==> src/rtl/fetch_seq_pkg.sv <==
package fetch_seq_pkg;
   // Word forced into the execute slot when a fetch is squashed
   localparam logic [31:0] NOP_WORD = 32'h0000_0000;
   // Byte offset of an instruction word
   localparam int unsigned INSTR_BYTES = 4;
   localparam int unsigned BYTE_SHIFT  = $clog2(INSTR_BYTES);
endpackage

==> src/rtl/fseq_pc_unit.sv <==
module fseq_pc_unit
   import fetch_seq_pkg::*;
#(
   parameter int unsigned XLEN    = 32,
   parameter int unsigned IMEM_AW = 24
) (
   input  logic              clk,
   input  logic              rst,
   input  logic              redirect,
   input  logic [XLEN-1:0]   target,
   output logic [XLEN-1:0]   pc,
   output logic [XLEN-1:0]   pc_seq,
   output logic [IMEM_AW-1:0] fetch_addr
);
   localparam int unsigned ADDR_LO = BYTE_SHIFT;
   localparam int unsigned ADDR_HI = BYTE_SHIFT + IMEM_AW - 1;
   localparam logic [XLEN-1:0] STEP = XLEN'(INSTR_BYTES);

   initial begin
      assert (XLEN > BYTE_SHIFT) else $fatal(1, "XLEN too small");
      assert (IMEM_AW > 0) else $fatal(1, "IMEM_AW must be positive");
   end

   logic [XLEN-1:0] pc_q;

   assign pc_seq = pc_q + STEP;

   always_ff @(posedge clk) begin
      if (rst)           pc_q <= '0;
      else if (redirect) pc_q <= target;
      else               pc_q <= pc_seq;
   end

   assign pc = pc_q;

   generate
      if (ADDR_HI < XLEN) begin : g_slice
         assign fetch_addr = pc_q[ADDR_HI:ADDR_LO];
      end else begin : g_pad
         assign fetch_addr = IMEM_AW'(pc_q[XLEN-1:ADDR_LO]);
      end
   endgenerate

   // a redirect loads the target on the next edge
   a_r4_redirect_load: assert property (@(posedge clk) disable iff (rst)
      redirect |=> pc_q == $past(target));

   // without a redirect the PC steps by one word
   a_r3_seq_step: assert property (@(posedge clk) disable iff (rst)
      !redirect |=> pc_q == $past(pc_q) + STEP);
endmodule

==> src/rtl/fseq_instr_latch.sv <==
module fseq_instr_latch
   import fetch_seq_pkg::*;
#(
   parameter int unsigned XLEN = 32,
   parameter int unsigned ILEN = 32
) (
   input  logic            clk,
   input  logic            rst,
   input  logic            squash,
   input  logic [ILEN-1:0] fetch_word,
   input  logic [XLEN-1:0] fetch_pc4,
   output logic [ILEN-1:0] ir,
   output logic [XLEN-1:0] ir_pc4
);
   localparam logic [ILEN-1:0] NOP = ILEN'(NOP_WORD);

   initial begin
      assert (ILEN >= 1) else $fatal(1, "ILEN must be positive");
   end

   always_ff @(posedge clk) begin
      if (rst) begin
         ir     <= NOP;
         ir_pc4 <= '0;
      end else begin
         ir     <= squash ? NOP : fetch_word;
         ir_pc4 <= fetch_pc4;
      end
   end

   // a squashed fetch never reaches execute
   a_r4_kill_nop: assert property (@(posedge clk) disable iff (rst)
      squash |=> ir == NOP);

   // a fetch that is not squashed is passed on unchanged
   a_r6_keep_word: assert property (@(posedge clk) disable iff (rst)
      !squash |=> ir == $past(fetch_word));

   // the PC+4 tag travels with its word
   a_r7_tag_follows: assert property (@(posedge clk) disable iff (rst)
      1'b1 |=> ir_pc4 == $past(fetch_pc4));
endmodule

==> src/rtl/fetch_sequencer.sv <==
module fetch_sequencer
   import fetch_seq_pkg::*;
#(
   parameter int unsigned XLEN    = 32,
   parameter int unsigned ILEN    = 32,
   parameter int unsigned IMEM_AW = 24
) (
   input  logic               clk,
   input  logic               rst,
   input  logic [ILEN-1:0]    imem_rdata,
   input  logic               br_taken,
   input  logic               jump,
   input  logic [XLEN-1:0]    redirect_pc,
   output logic [IMEM_AW-1:0] imem_addr,
   output logic [ILEN-1:0]    ex_instr,
   output logic [XLEN-1:0]    ex_pc_plus4
);
   logic            kill;
   logic [XLEN-1:0] pc;
   logic [XLEN-1:0] pc_seq;

   // Any jump, or only a branch that is taken, steers fetch away
   assign kill = br_taken | jump;

   fseq_pc_unit #(.XLEN(XLEN), .IMEM_AW(IMEM_AW)) u_pc (
      .clk        (clk),
      .rst        (rst),
      .redirect   (kill),
      .target     (redirect_pc),
      .pc         (pc),
      .pc_seq     (pc_seq),
      .fetch_addr (imem_addr)
   );

   fseq_instr_latch #(.XLEN(XLEN), .ILEN(ILEN)) u_ir (
      .clk        (clk),
      .rst        (rst),
      .squash     (kill),
      .fetch_word (imem_rdata),
      .fetch_pc4  (pc_seq),
      .ir         (ex_instr),
      .ir_pc4     (ex_pc_plus4)
   );

   // a jump always kills, whatever the branch input says
   a_r5_jump_kills: assert property (@(posedge clk) disable iff (rst)
      jump |=> ex_instr == ILEN'(NOP_WORD));

   // the execute tag is one word past the PC that was fetching
   a_r3_tag_matches_pc: assert property (@(posedge clk) disable iff (rst)
      1'b1 |=> ex_pc_plus4 == $past(pc) + XLEN'(INSTR_BYTES));
endmodule

==> config.mk <==
export PLATFORM = sky130hd
export DESIGN_NAME = fetch_sequencer
export DESIGN_NICKNAME = d
export VERILOG_FILES = /design/src/rtl/fetch_seq_pkg.sv /design/src/rtl/fseq_pc_unit.sv /design/src/rtl/fseq_instr_latch.sv /design/src/rtl/fetch_sequencer.sv
export SDC_FILE = /design/constraint.sdc
export NUM_CORES = 1
export LEC_CHECK = 0
export BUFFER_PORTS_ARGS = -buffer_cell sky130_fd_sc_hd__buf_2
export CORE_ASPECT_RATIO = 1.25
export CORE_UTILIZATION = 49
export DETAILED_ROUTE_END_ITERATION = 10
export PLACE_DENSITY = 0.85
export SLEW_MARGIN = 40
export SYNTH_ARGS = -nofsm -noshare
export SYNTH_HDL_FRONTEND = slang
export SYNTH_HIERARCHICAL = 1
export SYNTH_SLANG_ARGS = --single-unit
==> constraint.sdc <==
create_clock -name clk -period 3.1 [get_ports clk]
set_clock_uncertainty 0.1 [all_clocks]
set_input_delay 0.155 -clock clk [delete_from_list [all_inputs] [get_ports clk]]
set_output_delay 0.155 -clock clk [all_outputs]
set_load 0.03 [all_outputs]
Word level (Yosys, flattened, before mapping)
Cells that the tools add are included.
Storage, ports and cells
  flip-flop bits (word level): 96
  word-level logic and storage cells: 7
Operators by class
  reductions and logical operators: 1
  muxes and demuxes: 1
  $add $sub $neg: 1
  bitwise gates (word level): 1
Operators with widths (number)
  $add 32x3->32 const B: 1
  $mux 32: 1
  $reduce_or 2->1: 1
  $or 1x1->1: 1

Longest topological paths before layout
Gate-level depths: netlist of run 1.
  depth in word-level cells: 2
  depth in mapped cells: 7
  mapped depth without buffers: 6

Cells and area by module
Netlist of run 1, hierarchy kept.
By module, submodules not included
  fseq_pc_unit: times used 1, area each 2050.7 um^2, cells each 255, seq. area each 640.6 um^2
  fseq_instr_latch: times used 1, area each 1981.9 um^2, cells each 138, seq. area each 1281.2 um^2
  fetch_sequencer: times used 1, area each 6.3 um^2, cells each 1, seq. area each 0.0 um^2

Least setup slack after synthesis of run 1
Ideal clock, no wire load.
  path type: register -> register
  start: reg u_pc.pc_q[2], in the netlist u_pc/pc[2]
  end: reg u_pc.pc_q[26], in the netlist u_pc/pc[26]
  buffers on the path: 0
  setup slack: 636 ps
  required time: 2909 ps
  clock period less this slack: 2464 ps
  cell stages (with the launch flop): 6
  arrival: 2273 ps
  path through: dfxtp_1 > ha_1 > nand3_1 > or4_1 > or4_1 > a311oi_1
On the way
  word-level cells in the longest chain between the ends: 2
Ends and longest elaborated chain
  start: declaration: line fseq_pc_unit.sv:24  | logic [XLEN-1:0] pc_q;
  start signal: assignment: line fseq_pc_unit.sv:30  | else if (redirect) pc_q <= target;
  start signal: assignment: line fseq_pc_unit.sv:31  | else pc_q <= pc_seq;
  $add 32x3->32: line fseq_pc_unit.sv:26  | assign pc_seq = pc_q + STEP;
  $mux 32: line fseq_pc_unit.sv:30
Every way passes these cells.
A chain may end at the register's enable or synchronous reset.

Worst setup path after layout of run 1
Same ends and word-level chain as after synthesis.

==> results.cfg, run 1 <==
[timing]
slew_viol_final = 0
fmaxAchievable_ghz = 0.370
setup_total_negative_slack_ns = 0
rsz_0062_raised_after_global_routing = false
post_route_fraction_of_the_period_consumed_by_the_critical_path = 0.871
timing.final.setup_violations = 0
period_needed_ns = 2.70
tightestPinTransition_ns = 0.616
timing.slew.headroom = 0.590
report.final.hold_viol_count = 0

[grt]
congestion_overflow_gr = 0
global_route.usage.total = 0.247
grt_pass1_wl_mm = 15.6
use_met3 = 0.0559
gr-usage-met2 = 0.431
grt_max_degree = 65
grt_antenna_before_repair = 0
via_count_of_the_first_global_routing_pass = 3345
global_route.peak_usage_layer = met2
met1_usage = 0.282

[place]
dp_cells = 597
place.detailed.hpwl_mm = 6.10
place.gp.congestion = 0.834
dpl_cell_area_sq_um = 4620
place.port_buffers = 155

[worst_setup_path]
timing_worst_setup_path_type = flop to flop
critical_path_peak_fanout = 13
required_ns = 3.26
worst_ep_arrival_time_ns = 2.86
worst_setup_path_end_kind = flop
worst_setup_path_start_kind = flop

[final_layout]
ff_latch_area_sq_um = 1920
final_common_cell = buf_2
layoutNonFillerInstCount = 668
fill_cells = 519
insertedDiodeCount = 0
multiInputGateArea_sq_um = 1750
most-common-layout-cells = buf_2 (154), dfxtp_1 (96), dlygate4sd3_1 (55)
share_of_post_route_cells_with_drive_strength_above_1 = 0.373
final_design_area_no_fill_sq_um = 5360
num-nets-final = 641
area.growth.synth_to_final_pct = 38.8
post-route-util = 0.715

[power]
design_power_total_uw = 2500
switching_share = 0.291
vdd_drop_max_mv = 0.323
netSwitchingPower_uw = 728
cellPowerDensity_nw_per_um2 = 467
power.share.combinational = 0.172
p_clk_frac = 0.292
static-leakage-power_uw = 0.00245
cell_internal_pwr_uw = 1780
part_of_the_total_power_dissipated_in_sequential_elements = 0.536

[job]
maxCapViolCount = 0

[synth]
post_synth_instance_area_sq_um = 3860
syn-mean-instance-area_sq_um = 10.4
syn-instance-count = 370
yosys_warnings = 6
synthesis.nets = 439

[drt]
drt-pass1-iter-count = 4
drt_iter0_drc = 91
detailed_route_drc_error_count = 0
drtAntennaViolNets = 0
route.vias.total = 3421
viasPerCell = 5.12
routed_wire_length_per_instance_um = 15.2
finalWirelength_mm = 10.2

[die]
floorplan.core_area_sq_um = 7490
fp.dieArea_sq_um = 8240
rows = 35
die_x_um = 81.4
die_height_um = 101
initial_core_util = 0.515
num_io_pins = 156

[clock_network]
clock_transition_at_path_regs_ns = 0.09
cts_inserted_buffers = 9
postCtsSetupBuffers = 0
resized_gates_after_cts = 0
ctsHtreeMaxLevel = 3
tritoncts = built
cts.sinks = 96
clock_insertion_delay_at_the_later_pin_of_the_skew_report_ns = 0.35
cts_root_buf = clkbuf_8
cts_buffer_depth = 2

[hold_path]
hold_path.class = input port to flop

[run_status]
run_status = completed
cell type report:
class                      count  share of cell area
sequential                    96               0.359
clock buffer                  10              0.0238
inverter                       9             0.00631
multi-input combinational    242               0.326
clock inverter                 5             0.00771
timing repair buffer         214               0.256
tap                           92              0.0215
repair_timing:
action,CTS,global route
hold endpoints to repair,55,0
setup endpoints to repair,0,0
hold buffers,55,0
metrics by stage:
step                hold slack [ns]  setup WS [ns]
floorplan                     0.198          0.657
global placement              0.291          0.567
detailed placement            0.297          0.459
CTS                        0.000278          0.414
global route                 0.0108          0.225
finish                       0.0153          0.400
path summary, 6_finish.rpt:
check                                from                        end  slack, ns  cells past startpoint
setup / recovery    u_pc/pc[2]$_SDFF_PP0_     u_pc/pc[26]$_SDFF_PP0_       0.40                      5
hold / removal            redirect_pc[16]     u_pc/pc[16]$_SDFF_PP0_       0.02                      3
setup reg to reg    u_pc/pc[2]$_SDFF_PP0_     u_pc/pc[26]$_SDFF_PP0_       0.40                      5
hold reg to reg   u_pc/pc[0]$_SDFFE_PP0P_  u_ir/ir_pc4[0]$_SDFF_PP0_       0.38                      1
power by group through the flow:
stage | sequential [uW] | clock [uW] | combinational [uW]
after floorplan | 1470 | 0 | 147
after global placement | 1370 | 0 | 363
after detailed placement | 1370 | 0 | 367
after CTS | 1340 | 750 | 422
after global routing | 1350 | 806 | 460
final | 1340 | 731 | 430
per-layer routing:
metal  wire, um  vias up  part of all wire
li1           -     1692                 -
met1       4070     1562              0.40
met2       5150      145              0.51
met3        732       22             0.072
met4        225        0             0.022
met5          0        -                 0
critical path: stages (launching register included):
cell	delay, ns
dfxtp_1	0.43
ha_1	0.22
nand3_1	0.26
or4_1	0.71
or4_1	0.59
a311oi_1	0.29
registers in the layout (all words and copies together), names as in the netlist:
| name | count |
|---|---|
| u_pc/pc | 32 |
| u_ir/ir | 32 |
| u_ir/ir_pc4 | 32 |
(Power assumes the default switching activity.)
==> inputs of run 2 (changes only) <==
- CORE_MARGIN: unset -> 5
==> results.cfg, run 2 (synthesis results as in run 1) <==
[worst_setup_path]
worst_ep_arrival_time_ns = 2.83
critical_path_peak_fanout = 13
worst_setup_path_start_kind = flop
critical-path-top-delay-family = simple AND/OR/NAND/NOR gates
cp_slowest_stage_delay_ns = 0.71
crit_buf_inv = 0
timing.critical_path.mode_cell = or4_1
required_ns = 3.26
timing.critical_path.slowest_stage_cell = or4_1
critical_path.cell_chain = ha_1 -> nand3_1 -> or4_1 -> or4_1 -> a311oi_1
timing_worst_setup_path_type = flop to flop
worst_setup_path_end_kind = flop

[clock_network]
clock_transition_at_path_regs_ns = 0.08
cts_root_buf = clkbuf_8
ctsHtreeMaxLevel = 3
ctsHoldBuffers = 56
tritoncts = built
cts_inserted_buffers = 9
postCtsSetupBuffers = 0
cts.sinks = 96
resized_gates_after_cts = 0
cts_buffer_depth = 2
clock_insertion_delay_at_the_later_pin_of_the_skew_report_ns = 0.35

[drt]
drt-pass1-iter-count = 4
detailed_route_drc_error_count = 0
finalWirelength_mm = 10.9
viasPerCell = 5.10
routed_wire_length_per_instance_um = 16.3
drtAntennaViolNets = 0
drt_iter0_drc = 147
route.vias.total = 3419

[timing]
timing.slew.headroom = 0.476
post_route_fraction_of_the_period_consumed_by_the_critical_path = 0.862
report.final.hold_viol_count = 0
tightestPinTransition_ns = 0.781
timing.final.setup_violations = 0
holdWs_ns = 0.0229
rsz_0062_raised_after_global_routing = false
setup_total_negative_slack_ns = 0
period_needed_ns = 2.67
slew_viol_final = 0
fmaxAchievable_ghz = 0.374

[place]
place.detailed.hpwl_mm = 6.97
place.port_buffers = 155
dpl_cell_area_sq_um = 4620
place.gp.congestion = 0.810

[grt]
grt_pass1_wl_mm = 16.8
global_route.usage.total = 0.225
via_count_of_the_first_global_routing_pass = 3498
congestion_overflow_gr = 0
grt_max_degree = 65
grt_antenna_before_repair = 0

[die]
num_io_pins = 156
floorplan.core_area_sq_um = 7750
die_height_um = 109
die_x_um = 89.4
rows = 36
fp.dieArea_sq_um = 9760
initial_core_util = 0.498

[power]
cellPowerDensity_nw_per_um2 = 464
vdd_drop_max_mv = 0.321
design_power_total_uw = 2480
static-leakage-power_uw = 0.00244

[run_status]
run_status = completed

[final_layout]
final_common_cell = buf_2
num-nets-final = 641
final_design_area_no_fill_sq_um = 5350
area.growth.synth_to_final_pct = 38.6
most-common-layout-cells = buf_2 (154), dfxtp_1 (96), dlygate4sd3_1 (56)
insertedDiodeCount = 0
share_of_post_route_cells_with_drive_strength_above_1 = 0.369

[hold_path]
hold_path.class = input port to flop

[job]
maxCapViolCount = 0
==> run 2: routing by layer <==
metal  routed length (um)  track usage  vias up
met5                    0            0        -
met4                  247       0.0883        0
met3                 1000       0.0627       22
met2                 5560        0.407      148
met1                 4090        0.241     1559
li1                     -            -     1690
==> run 2: cell type report <==
| type | instances | area [sq um] |
|---|---|---|
| fill | 561 | 2400 |
| sequential | 96 | 1920 |
| multi-input combinational | 242 | 1750 |
| timing repair buffer | 214 | 1370 |
| clock buffer | 11 | 141 |
| tap | 95 | 119 |
| inverter | 9 | 33.8 |
| clock inverter | 3 | 20.0 |
==> run 2: worst min-delay path, stage by stage <==
cell and delay (ns):
buf_2 0.08, o21a_1 0.10, o21a_1 0.11
==> run 2: metrics by stage <==
step	instances	setup slack [ns]	utilization
after floorplan	370	0.657	-
after global placement	600	0.576	0.596
after detailed placement	600	0.453	0.596
after CTS	670	0.425	0.690
after global routing	670	0.229	0.690
final	670	0.428	0.690
==> run 2: worst paths after layout <==
| path | from | end | slack, ns | cells past startpoint |
|---|---|---|---|---|
| max | u_pc/pc[2]$_SDFF_PP0_ | u_pc/pc[26]$_SDFF_PP0_ | 0.43 | 5 |
| min | redirect_pc[11] | u_pc/pc[11]$_SDFF_PP0_ | 0.02 | 3 |
| max reg2reg | u_pc/pc[2]$_SDFF_PP0_ | u_pc/pc[26]$_SDFF_PP0_ | 0.43 | 5 |
| min reg2reg | u_pc/pc[1]$_SDFFE_PP0P_ | u_ir/ir_pc4[1]$_SDFF_PP0_ | 0.37 | 1 |
==> run 2: report_power, final <==
part / internal (uW) / switching [uW]
Sequential: 1290 / 48.1
Combinational: 183 / 248
Clock: 304 / 402
